[config.mk]
export PLATFORM = sky130hd
export DESIGN_NAME = dram_page_seq
export DESIGN_NICKNAME = d
export VERILOG_FILES = /design/src/rtl/dps_pkg.sv /design/src/rtl/dps_wait_timer.sv /design/src/rtl/dps_page_table.sv /design/src/rtl/dps_col_map.sv /design/src/rtl/dram_page_seq.sv
export SDC_FILE = /design/constraint.sdc
export NUM_CORES = 1
export LEC_CHECK = 0
export CAP_MARGIN = 5
export CORE_ASPECT_RATIO = 1.4
export CORE_MARGIN = 2
export CORE_UTILIZATION = 58
export DETAILED_ROUTE_END_ITERATION = 6
export PLACE_DENSITY = 0.88
export SLEW_MARGIN = 20
export SYNTH_ARGS = -nofsm -noshare
export SYNTH_HDL_FRONTEND = slang
export SYNTH_SLANG_ARGS = --single-unit
[constraint.sdc]
create_clock -name clk -period 2.73 [get_ports clk]
set_clock_uncertainty 0.15 [all_clocks]
set_input_delay 0.546 -clock clk [delete_from_list [all_inputs] [get_ports clk]]
set_output_delay 0.546 -clock clk [all_outputs]
set_load 0.01 [all_outputs]
[src/rtl/dps_pkg.sv]
package dps_pkg;

   typedef enum logic [2:0] {
      OP_NOP = 3'd0,
      OP_PRE = 3'd1,
      OP_ACT = 3'd2,
      OP_RD  = 3'd3,
      OP_WR  = 3'd4
   } dram_op_e;

   typedef enum logic [2:0] {
      ST_IDLE,
      ST_PRE,
      ST_WAIT_RP,
      ST_ACT,
      ST_WAIT_RCD,
      ST_ACC
   } seq_state_e;

endpackage

[src/rtl/dps_wait_timer.sv]
module dps_wait_timer #(
   parameter int TW = 4
) (
   input  logic          clk,
   input  logic          rst_n,
   input  logic          load_i,
   input  logic [TW-1:0] val_i,
   output logic          last_o
);

   logic [TW-1:0] cnt;

   always_ff @(posedge clk) begin
      if (!rst_n)
         cnt <= '0;
      else if (load_i)
         cnt <= val_i;
      else if (cnt != '0)
         cnt <= cnt - 1'b1;
   end

   assign last_o = (cnt == TW'(1));

   // a running wait steps down by exactly one per cycle
   a_r6_r7_countdown: assert property (@(posedge clk) disable iff (!rst_n)
      (!load_i && cnt != '0) |=> (cnt == $past(cnt) - 1'b1));

endmodule

[src/rtl/dps_page_table.sv]
module dps_page_table #(
   parameter  int ROW_W   = 14,
   parameter  int ENTRIES = 8,
   localparam int IDX_W   = $clog2(ENTRIES)
) (
   input  logic             clk,
   input  logic             rst_n,
   input  logic             clr_all_i,
   input  logic             wr_en_i,
   input  logic [IDX_W-1:0] wr_idx_i,
   input  logic [ROW_W-1:0] wr_row_i,
   input  logic [IDX_W-1:0] lk_idx_i,
   input  logic [ROW_W-1:0] lk_row_i,
   output logic             lk_open_o,
   output logic             lk_hit_o
);

   logic [ENTRIES-1:0] vld;
   logic [ROW_W-1:0]   rows [ENTRIES];

   for (genvar e = 0; e < ENTRIES; e++) begin : g_entry
      logic             e_vld;
      logic [ROW_W-1:0] e_row;
      always_ff @(posedge clk) begin
         if (!rst_n) begin
            e_vld <= 1'b0;
            e_row <= '0;
         end else if (clr_all_i) begin
            e_vld <= 1'b0;
         end else if (wr_en_i && wr_idx_i == IDX_W'(e)) begin
            e_vld <= 1'b1;
            e_row <= wr_row_i;
         end
      end
      assign vld[e]  = e_vld;
      assign rows[e] = e_row;
   end

   assign lk_open_o = vld[lk_idx_i];
   assign lk_hit_o  = lk_open_o && (rows[lk_idx_i] == lk_row_i);

   // close-all empties the whole table
   a_r11_close_all: assert property (@(posedge clk) disable iff (!rst_n)
      clr_all_i |=> (vld == '0));

   // an activated row is remembered for its own pair
   a_r3_row_stored: assert property (@(posedge clk) disable iff (!rst_n)
      (wr_en_i && !clr_all_i) |=>
         (vld[$past(wr_idx_i)] && rows[$past(wr_idx_i)] == $past(wr_row_i)));

endmodule

[src/rtl/dps_col_map.sv]
module dps_col_map #(
   parameter int COL_W       = 10,
   parameter bit WIDE_BUS_EN = 1'b1
) (
   input  logic             bus32_i,
   input  logic [COL_W:0]   word_i,
   output logic [COL_W-1:0] col_o
);

   if (WIDE_BUS_EN) begin : g_both
      assign col_o = bus32_i ? word_i[COL_W-1:0] : word_i[COL_W:1];
   end else begin : g_narrow
      assign col_o = word_i[COL_W-1:0];
   end

endmodule

[src/rtl/dram_page_seq.sv]
module dram_page_seq
   import dps_pkg::*;
#(
   parameter  int ROW_W       = 14,
   parameter  int COL_W       = 10,
   parameter  int CS_N        = 2,
   parameter  int BANKS       = 4,
   parameter  int TW          = 4,
   parameter  bit WIDE_BUS_EN = 1'b1,
   localparam int CS_W        = (CS_N  > 1) ? $clog2(CS_N)  : 1,
   localparam int BK_W        = (BANKS > 1) ? $clog2(BANKS) : 1,
   localparam int ENTRIES     = CS_N * BANKS,
   localparam int IDX_W       = CS_W + BK_W
) (
   input  logic             clk,
   input  logic             rst_n,
   input  logic             cfg_bus32,
   input  logic [TW-1:0]    cfg_trp,
   input  logic [TW-1:0]    cfg_trcd,
   input  logic             close_all,
   input  logic             req_valid,
   output logic             req_ready,
   input  logic             req_write,
   input  logic [CS_W-1:0]  req_cs,
   input  logic [BK_W-1:0]  req_bank,
   input  logic [ROW_W-1:0] req_row,
   input  logic [COL_W:0]   req_word,
   output logic             cmd_valid,
   input  logic             cmd_ready,
   output logic [2:0]       cmd_op,
   output logic [CS_W-1:0]  cmd_cs,
   output logic [BK_W-1:0]  cmd_bank,
   output logic [ROW_W-1:0] cmd_addr
);

   if (CS_N < 2 || (1 << CS_W) != CS_N) begin : g_chk_cs
      $error("CS_N must be a power of two, at least 2");
   end
   if (BANKS < 2 || (1 << BK_W) != BANKS) begin : g_chk_bk
      $error("BANKS must be a power of two, at least 2");
   end
   if (ROW_W <= COL_W) begin : g_chk_w
      $error("ROW_W must exceed COL_W");
   end
   if (TW < 1) begin : g_chk_tw
      $error("TW must be at least 1");
   end

   seq_state_e       state, state_nx;
   logic             q_wr;
   logic [CS_W-1:0]  q_cs;
   logic [BK_W-1:0]  q_bank;
   logic [ROW_W-1:0] q_row;
   logic [COL_W-1:0] q_col;
   logic [COL_W-1:0] col_in;
   logic             accept, cmd_hs;
   logic             lk_open, lk_hit;
   logic             tm_load, tm_last;
   logic [TW-1:0]    tm_val;
   dram_op_e         op;

   assign accept    = req_valid && req_ready;
   assign cmd_hs    = cmd_valid && cmd_ready;
   assign req_ready = (state == ST_IDLE);

   dps_col_map #(.COL_W(COL_W), .WIDE_BUS_EN(WIDE_BUS_EN)) u_col (
      .bus32_i (cfg_bus32),
      .word_i  (req_word),
      .col_o   (col_in)
   );

   dps_page_table #(.ROW_W(ROW_W), .ENTRIES(ENTRIES)) u_pages (
      .clk       (clk),
      .rst_n     (rst_n),
      .clr_all_i (close_all),
      .wr_en_i   (cmd_hs && state == ST_ACT),
      .wr_idx_i  ({q_cs, q_bank}),
      .wr_row_i  (q_row),
      .lk_idx_i  ({req_cs, req_bank}),
      .lk_row_i  (req_row),
      .lk_open_o (lk_open),
      .lk_hit_o  (lk_hit)
   );

   assign tm_load = cmd_hs && (state == ST_PRE || state == ST_ACT);
   assign tm_val  = (state == ST_PRE) ? cfg_trp : cfg_trcd;

   dps_wait_timer #(.TW(TW)) u_wait (
      .clk    (clk),
      .rst_n  (rst_n),
      .load_i (tm_load),
      .val_i  (tm_val),
      .last_o (tm_last)
   );

   always_comb begin
      state_nx = state;
      unique case (state)
         ST_IDLE:     if (accept) state_nx = lk_hit  ? ST_ACC :
                                             lk_open ? ST_PRE : ST_ACT;
         ST_PRE:      if (cmd_hs) state_nx = (cfg_trp == '0)  ? ST_ACT : ST_WAIT_RP;
         ST_WAIT_RP:  if (tm_last) state_nx = ST_ACT;
         ST_ACT:      if (cmd_hs) state_nx = (cfg_trcd == '0) ? ST_ACC : ST_WAIT_RCD;
         ST_WAIT_RCD: if (tm_last) state_nx = ST_ACC;
         ST_ACC:      if (cmd_hs) state_nx = ST_IDLE;
         default:     state_nx = ST_IDLE;
      endcase
   end

   always_ff @(posedge clk) begin
      if (!rst_n) begin
         state  <= ST_IDLE;
         q_wr   <= 1'b0;
         q_cs   <= '0;
         q_bank <= '0;
         q_row  <= '0;
         q_col  <= '0;
      end else begin
         state <= state_nx;
         if (accept) begin
            q_wr   <= req_write;
            q_cs   <= req_cs;
            q_bank <= req_bank;
            q_row  <= req_row;
            q_col  <= col_in;
         end
      end
   end

   always_comb begin
      unique case (state)
         ST_PRE:  op = OP_PRE;
         ST_ACT:  op = OP_ACT;
         ST_ACC:  op = q_wr ? OP_WR : OP_RD;
         default: op = OP_NOP;
      endcase
   end

   assign cmd_valid = (op != OP_NOP);
   assign cmd_op    = op;
   assign cmd_cs    = q_cs;
   assign cmd_bank  = q_bank;
   assign cmd_addr  = (state == ST_ACT) ? q_row :
                      (state == ST_ACC) ? {{(ROW_W-COL_W){1'b0}}, q_col} : '0;

   // a stalled command stays put
   a_r10_hold: assert property (@(posedge clk) disable iff (!rst_n)
      (cmd_valid && !cmd_ready) |=> (cmd_valid && $stable(cmd_op) && $stable(cmd_cs)
                                     && $stable(cmd_bank) && $stable(cmd_addr)));

   // an accepted hit goes straight to the access
   a_r2_hit_direct: assert property (@(posedge clk) disable iff (!rst_n)
      (accept && lk_hit) |=> (cmd_valid && (cmd_op == OP_RD || cmd_op == OP_WR)));

   // an accepted request to a closed pair starts with activate
   a_r4_closed_act: assert property (@(posedge clk) disable iff (!rst_n)
      (accept && !lk_open) |=> (cmd_valid && cmd_op == OP_ACT));

   // single issue; idle again right after the access is taken
   a_r9_busy_after_accept: assert property (@(posedge clk) disable iff (!rst_n)
      accept |=> !req_ready);
   a_r9_idle_after_access: assert property (@(posedge clk) disable iff (!rst_n)
      (cmd_hs && (cmd_op == OP_RD || cmd_op == OP_WR)) |=> req_ready);

endmodule

======== Word-level counts from Yosys, hierarchy flattened ========
Cells that the tools add are included.
cells by class
  add/subtract/negate cells ............... 1
  $lt $le $gt $ge ......................... 2
  equal/unequal tests ..................... 20
  mux-type cells .......................... 24
  bitwise gates (word level) .............. 3
  reductions and logical operators ........ 31
operator list
  kind                                                        count
  binary-select mux 14 bit (select 3 bit)                     1
  two-way mux 14 bit                                          3
  two-way mux 3 bit                                           8
  two-way mux 10 bit                                          2
  == test 3 bit, second input constant                        6
  one-hot mux 3 bit (6 select lines)                          1
  AND reduction 2 bit                                         8
  == test 14 bit                                              1
  logical AND 1 bit                                           13
  == test 3 x 2 -> 1 bit, second input constant               4
  two-way mux 4 bit                                           3
  != test 2 bit, second input constant                        5
  one-hot mux 3 bit (3 select lines)                          1
  logical NOT 4 bit                                           2
  == test 3 x 1 -> 1 bit, second input constant               2
  logical NOT 3 bit                                           2
  AND reduction 6 bit                                         1
  == test 4 x 1 -> 1 bit, second input constant               1
  greater-or-equal comparator 4 bit, second input constant    1
  less-than comparator 3 x 4 -> 1 bit, second input constant  1
  inverter 3 -> 4 bit                                         1
  nonzero test 4 bit                                          1
  subtractor 4 x 1 -> 4 bit, second input constant            1
  binary-select mux 1 bit (select 3 bit)                      1
  other kinds (8)                                             11
word-level totals
  register bits after elaboration ......... 155
  input bits .............................. 43
  output and inout port bits .............. 22
  word-level logic and storage cells ...... 104

======== Longest topological paths before layout ========
  depth in word-level cells ............... 9
  depth in mapped cells ................... 9
  depth with buffers taken out ............ 7

======== Modules after synthesis ========
A second synthesis with hierarchy kept.
second synthesis, totals
  cell total of the unflattened synthesis .. 816
  area, all modules ....................... 7757.4 µm²
by module, submodules not included
  module          instances  cells each  area an instance (µm²)  seq. area each (µm²)
  dps_page_table  1          577         5721.7                  2402.3
  dram_page_seq   1          201         1622.8                  620.6
  dps_wait_timer  1          27          251.5                   80.1
  dps_col_map     1          11          161.4                   0.0

======== Least setup slack after synthesis ========
No wires, ideal clock.
  kind .................................... input -> register
  start ................................... input port req_bank[1]
  end ..................................... register state[2]
  library setup time ...................... 0.116 ns
  arrival ................................. 1.946 ns
  data required time ...................... 2.464 ns
  slack ................................... 0.518 ns
  stages .................................. 8
  path buffers ............................ 2
  cell sequence ........................... buf_2 > buf_2 > nor2_1 > a22oi_1 > and3_1 > o22a_1 > and4_1 > a31o_1
between the ends
  word-level cells in the longest chain between the ends .. 9
  elaborated cells between the ends (all ways) .. 11
  those cells by class .................... eq/ne: 1; mux: 8; bitwise: 1; reduce/logical: 1
ends and longest elaborated chain
  what                                                   RTL line              RTL
  from (decl)                                            dram_page_seq.sv:25   input logic [BK_W-1:0] req_bank,
  inverter 3 -> 4 bit (not written as such)              dps_page_table.sv:40  assign lk_hit_o = lk_open_o && (rows[lk_idx_i] == lk_row_i);
  binary-select mux 14 bit (select 3 bit)                dps_page_table.sv:40
  two-way mux 14 bit (not written as such) (2 in a row)  dps_page_table.sv:40
  == test 14 bit                                         dps_page_table.sv:40
  logical AND 1 bit (*)                                  dps_page_table.sv:40
  two-way mux 3 bit (*) (2 in a row)                     dram_page_seq.sv:99   ST_IDLE: if (accept) state_nx = lk_hit ? ST_ACC :
  one-hot mux 3 bit (6 select lines) (*)                 dram_page_seq.sv:98   unique case (state)
  to (signal assigned)                                   dram_page_seq.sv:119  state <= state_nx;
  to (decl)                                              dram_page_seq.sv:49   seq_state_e state, state_nx;
Every way passes the cells marked *; elsewhere a longest branch is shown, timed or not. The select of a mux whose other input is x is not followed.
A chain may end at the register's enable or synchronous reset.

======== Final worst setup path ========
  start ................................... register state[2]
  end ..................................... output port cmd_addr[9]
between the ends
  word-level cells in the longest chain between the ends .. 3
  elaborated cells between the ends (all ways) .. 4
  those cells by class .................... eq/ne: 2; mux: 2
ends and longest elaborated chain
  what                    RTL line              RTL
  == test 3 bit           dram_page_seq.sv:144  (state == ST_ACC) ? {{(ROW_W-COL_W){1'b0}}, q_col} : '0;
  two-way mux 10 bit      dram_page_seq.sv:144
  two-way mux 14 bit (*)  dram_page_seq.sv:143  assign cmd_addr = (state == ST_ACT) ? q_row :
  to (decl)               dram_page_seq.sv:33   output logic [ROW_W-1:0] cmd_addr
Every way passes the cells marked *; elsewhere a longest branch is shown, timed or not.

==> impl_metrics.csv <==
group,metric,value,unit
outcome,status,"completed",
critical_path,worstPathArrival,1.93,ns
place,hpwl,13.1,mm
timing,slew_viol_final,0,
final_layout,multi_input_area,0.00417,mm2
clock_tree,holdBufCountCts,0,
synth,netlist_area,0.00767,mm2
floorplan,core,0.0129,mm2
floorplan,start_util,0.596,
timing,relSlewSlack,0.639,
critical_path,r2r_start,"state[1]",
clock_tree,htree_levels,4,
min_path,hold_class,"reg2reg",
routing,antenna_left,0,
final_layout,num_antenna_cells,0,
clock_tree,cts_tree,"built",
floorplan,die_h,140,um
min_path,hold_end,"u_pages.g_entry[6].e_row[12]",
min_path,min_from,"u_pages.g_entry[6].e_row[12]",
synth,async_reset_ff_frac,0,
synth,ys_top_cells_by_count,"dfxtp_1, nand2_1, mux2i_1, nor2b_1, a21boi_0",
clock_tree,clockBufferDepth,2,
critical_path,crit_type,"reg2out",
final_layout,regArea,0.00311,mm2
routing,routed_wl,21.1,mm
synth,yosysMostFrequentCell,"dfxtp_1",
synth,synth_area_leaders,"dfxtp_1, mux2i_1, nor2b_1",
final_layout,fin_area,0.00928,mm2
place,place_inst,1014,
timing,tns,0,ns
place,place_congestion,0.866,
routing,drt-wirelength-per-cell,20.1,um
synth,synth_top_family_by_area,"simple AND/OR/NAND/NOR gates",
final_layout,drive_gt1_frac,0.115,
global_routing,grt_pass1_vias,6558,
job,max_cap_viol_count,0,
routing,remaining_drc_errors,0,
clock_tree,clock_latency,0.42,ns
routing,firstDrtPassIters,5,
synth,syn_inst,824,
routing,vias_per_cell,6.25,
synth,ys_seq_elements,155,
timing,period_needed,2.63,ns
timing,tightest_slew,0.540,ns
final_layout,fillers,802,
synth,yosysSeqAreaShare,0.405,
critical_path,worst_setup_path_end_kind,"output pin",
place,placed_cell_area,0.00861,mm2
timing,hold_viol_final,0,
synth,synth_top_area_frac,0.405,
global_routing,grt_max_degree,55,
synth,yosys.area_share.simple,0.201,
final_layout,fin_cells,1047,
floorplan,dieArea,0.0142,mm2
timing,rsz0062_at_grt,"false",
synth,synth_compound_area_frac,0.134,
clock_tree,clkSinkCount,155,
global_routing,grtUsageTotal,0.297,
clock_tree,clock-root-buffer,"clkbuf_16",
routing,num_vias,6540,
critical_path,start_kind,"flip-flop",
timing,fmax,381,MHz
global_routing,antenna_found_initial,0,
critical_path,worstPathRequired,2.03,ns
clock_tree,clkTransAtPathRegs,0.06,ns
final_layout,fin_nets,927,
synth,synthAdderAreaFrac,0.00489,
timing,finalSetupViolCount,0,
floorplan,die_w,101,um
synth,synth_cell_types,52,
critical_path,reg2reg_slack,0.48,ns
global_routing,grt_pass1_wl,32.9,mm
routing,drt_iter0_markers,614,
power_and_ir_drop,powerDensity,666,mW/mm2
synth,yosysWarnings,0,
critical_path,reg2reg_depth,7,
floorplan,fp-row-count,49,
synth,synth-main-ff-cell,"dfxtp_1",
min_path,hold_depth,2,
synth,synth_area_leader_cell,"dfxtp_1",
synth,synth-edff-count,0,
synth,syn_nets,870,
critical_path,crit_path_max_fanout,17,
clock_tree,cts_buffers,17,
floorplan,io_pins,65,
final_layout,area_growth,21.0,%
synth,synth_xor_area_frac,0.00913,
synth,synthMuxAreaShare,0.193,
timing,period_share,0.962,
critical_path,r2r_end,"u_pages.g_entry[0].e_row[12]",
power_and_ir_drop,p_leak,3.62,nW
place,io_buffers,64,
synth,synth_area_per_cell,9.31,um2
global_routing,grt_overflow_total,0,
power_and_ir_drop,irDropWorstVdd,0.387,mV
[flip-flops by register name, indices dropped and copies added, names as in the netlist]
signal and cells:
q_wr 1, u_pages.g_entry.e_vld 8, q_row 14, u_pages.g_entry.e_row 112
state 3, q_col 10, cmd_bank 2, u_wait.cnt 4
cmd_cs 1
[cell type report]
type                       count  share of cell area
multi-input combinational    590               0.449
inverter                       6             0.00243
timing repair buffer         111               0.123
tap                          153              0.0206
sequential                   155               0.335
clock buffer                  19              0.0466
clock inverter                13              0.0230
[routing by layer]
| metal | GRT usage | share of wire | vias to the layer above |
|---|---|---|---|
| met3 | 0.0669 | 0.068 | 82 |
| met5 | 0 | 0 | - |
| li1 | - | - | 2950 |
| met1 | 0.329 | 0.38 | 3191 |
| met2 | 0.522 | 0.52 | 317 |
| met4 | 0.154 | 0.040 | 0 |
[metrics by stage]
| stage | utilization | worst slack [ns] | power [mW] | hold WS (ns) |
|---|---|---|---|---|
| 2_1_floorplan | - | 0.518 | 3.22 | 0.281 |
| 4_1_cts | 0.719 | 0.0153 | 6.15 | 0.306 |
| 5_1_grt | 0.721 | 0.00128 | 6.38 | 0.334 |
| 3_3_place_gp | 0.669 | -0.139 | 3.55 | 0.293 |
| 3_5_place_dp | 0.669 | -0.212 | 3.59 | 0.298 |
| 6_report | 0.721 | 0.105 | 6.18 | 0.308 |
[logic make-up after synthesis]
family / after synthesis
flops: 155
mux: 131
xor+xnor: 8
fa+ha+maj: 3
compound gates: 139
simple gates: 309
buf+inv: 79
[layout by cell type, fill, tap and decap left out, types with 13 or more instances in the layout]
cell type / synthesis / final
o211a_1: 13 / 13
and3_1: 13 / 13
mux2i_1: 118 / 118
clkdlybuf4s50_1: 0 / 56
a21boi_0: 60 / 60
nand2_1: 130 / 130
a21oi_1: 19 / 19
nand3_1: 20 / 20
clkbuf_16: 0 / 17
buf_4: 6 / 37
nor2b_1: 81 / 80
a22oi_1: 25 / 25
nor2_1: 36 / 35
dfxtp_1: 155 / 153
[what timing repair did]
action | in CTS | in global routing
resized for setup | 1 | 8
endpoints found under the setup margin | 5 | 17
setup buffers | 0 | 1
[critical path: stages, from the launching register on]
cell,delay [ns]
dfxtp_1,0.33
buf_4,0.20
nor2b_1,0.11
buf_4,0.15
a22oi_1,0.07
nor2_1,0.11
clkdlybuf4s50_1,0.53
[how the worst max path moves through the flow]
stage / slack (ns) / endpoint / startpoint / cells past startpoint
2_1_floorplan: 0.52 / state[2] / req_bank[1] / 8
3_3_place_gp: -0.14 / state[2] / req_cs / 8
3_5_place_dp: -0.21 / state[2] / req_cs / 8
4_1_cts: 0.02 / cmd_addr[4] / state[2] / 6
5_1_grt: 0.001 / cmd_addr[0] / state[2] / 6
6_report: 0.10 / cmd_addr[9] / state[2] / 6
[power breakdown]
group	internal, mW	switching [mW]
Sequential	2.38	0.193
Combinational	0.470	0.551
Clock	1.63	0.957
No activity file was read; power rests on OpenSTA's default activity.
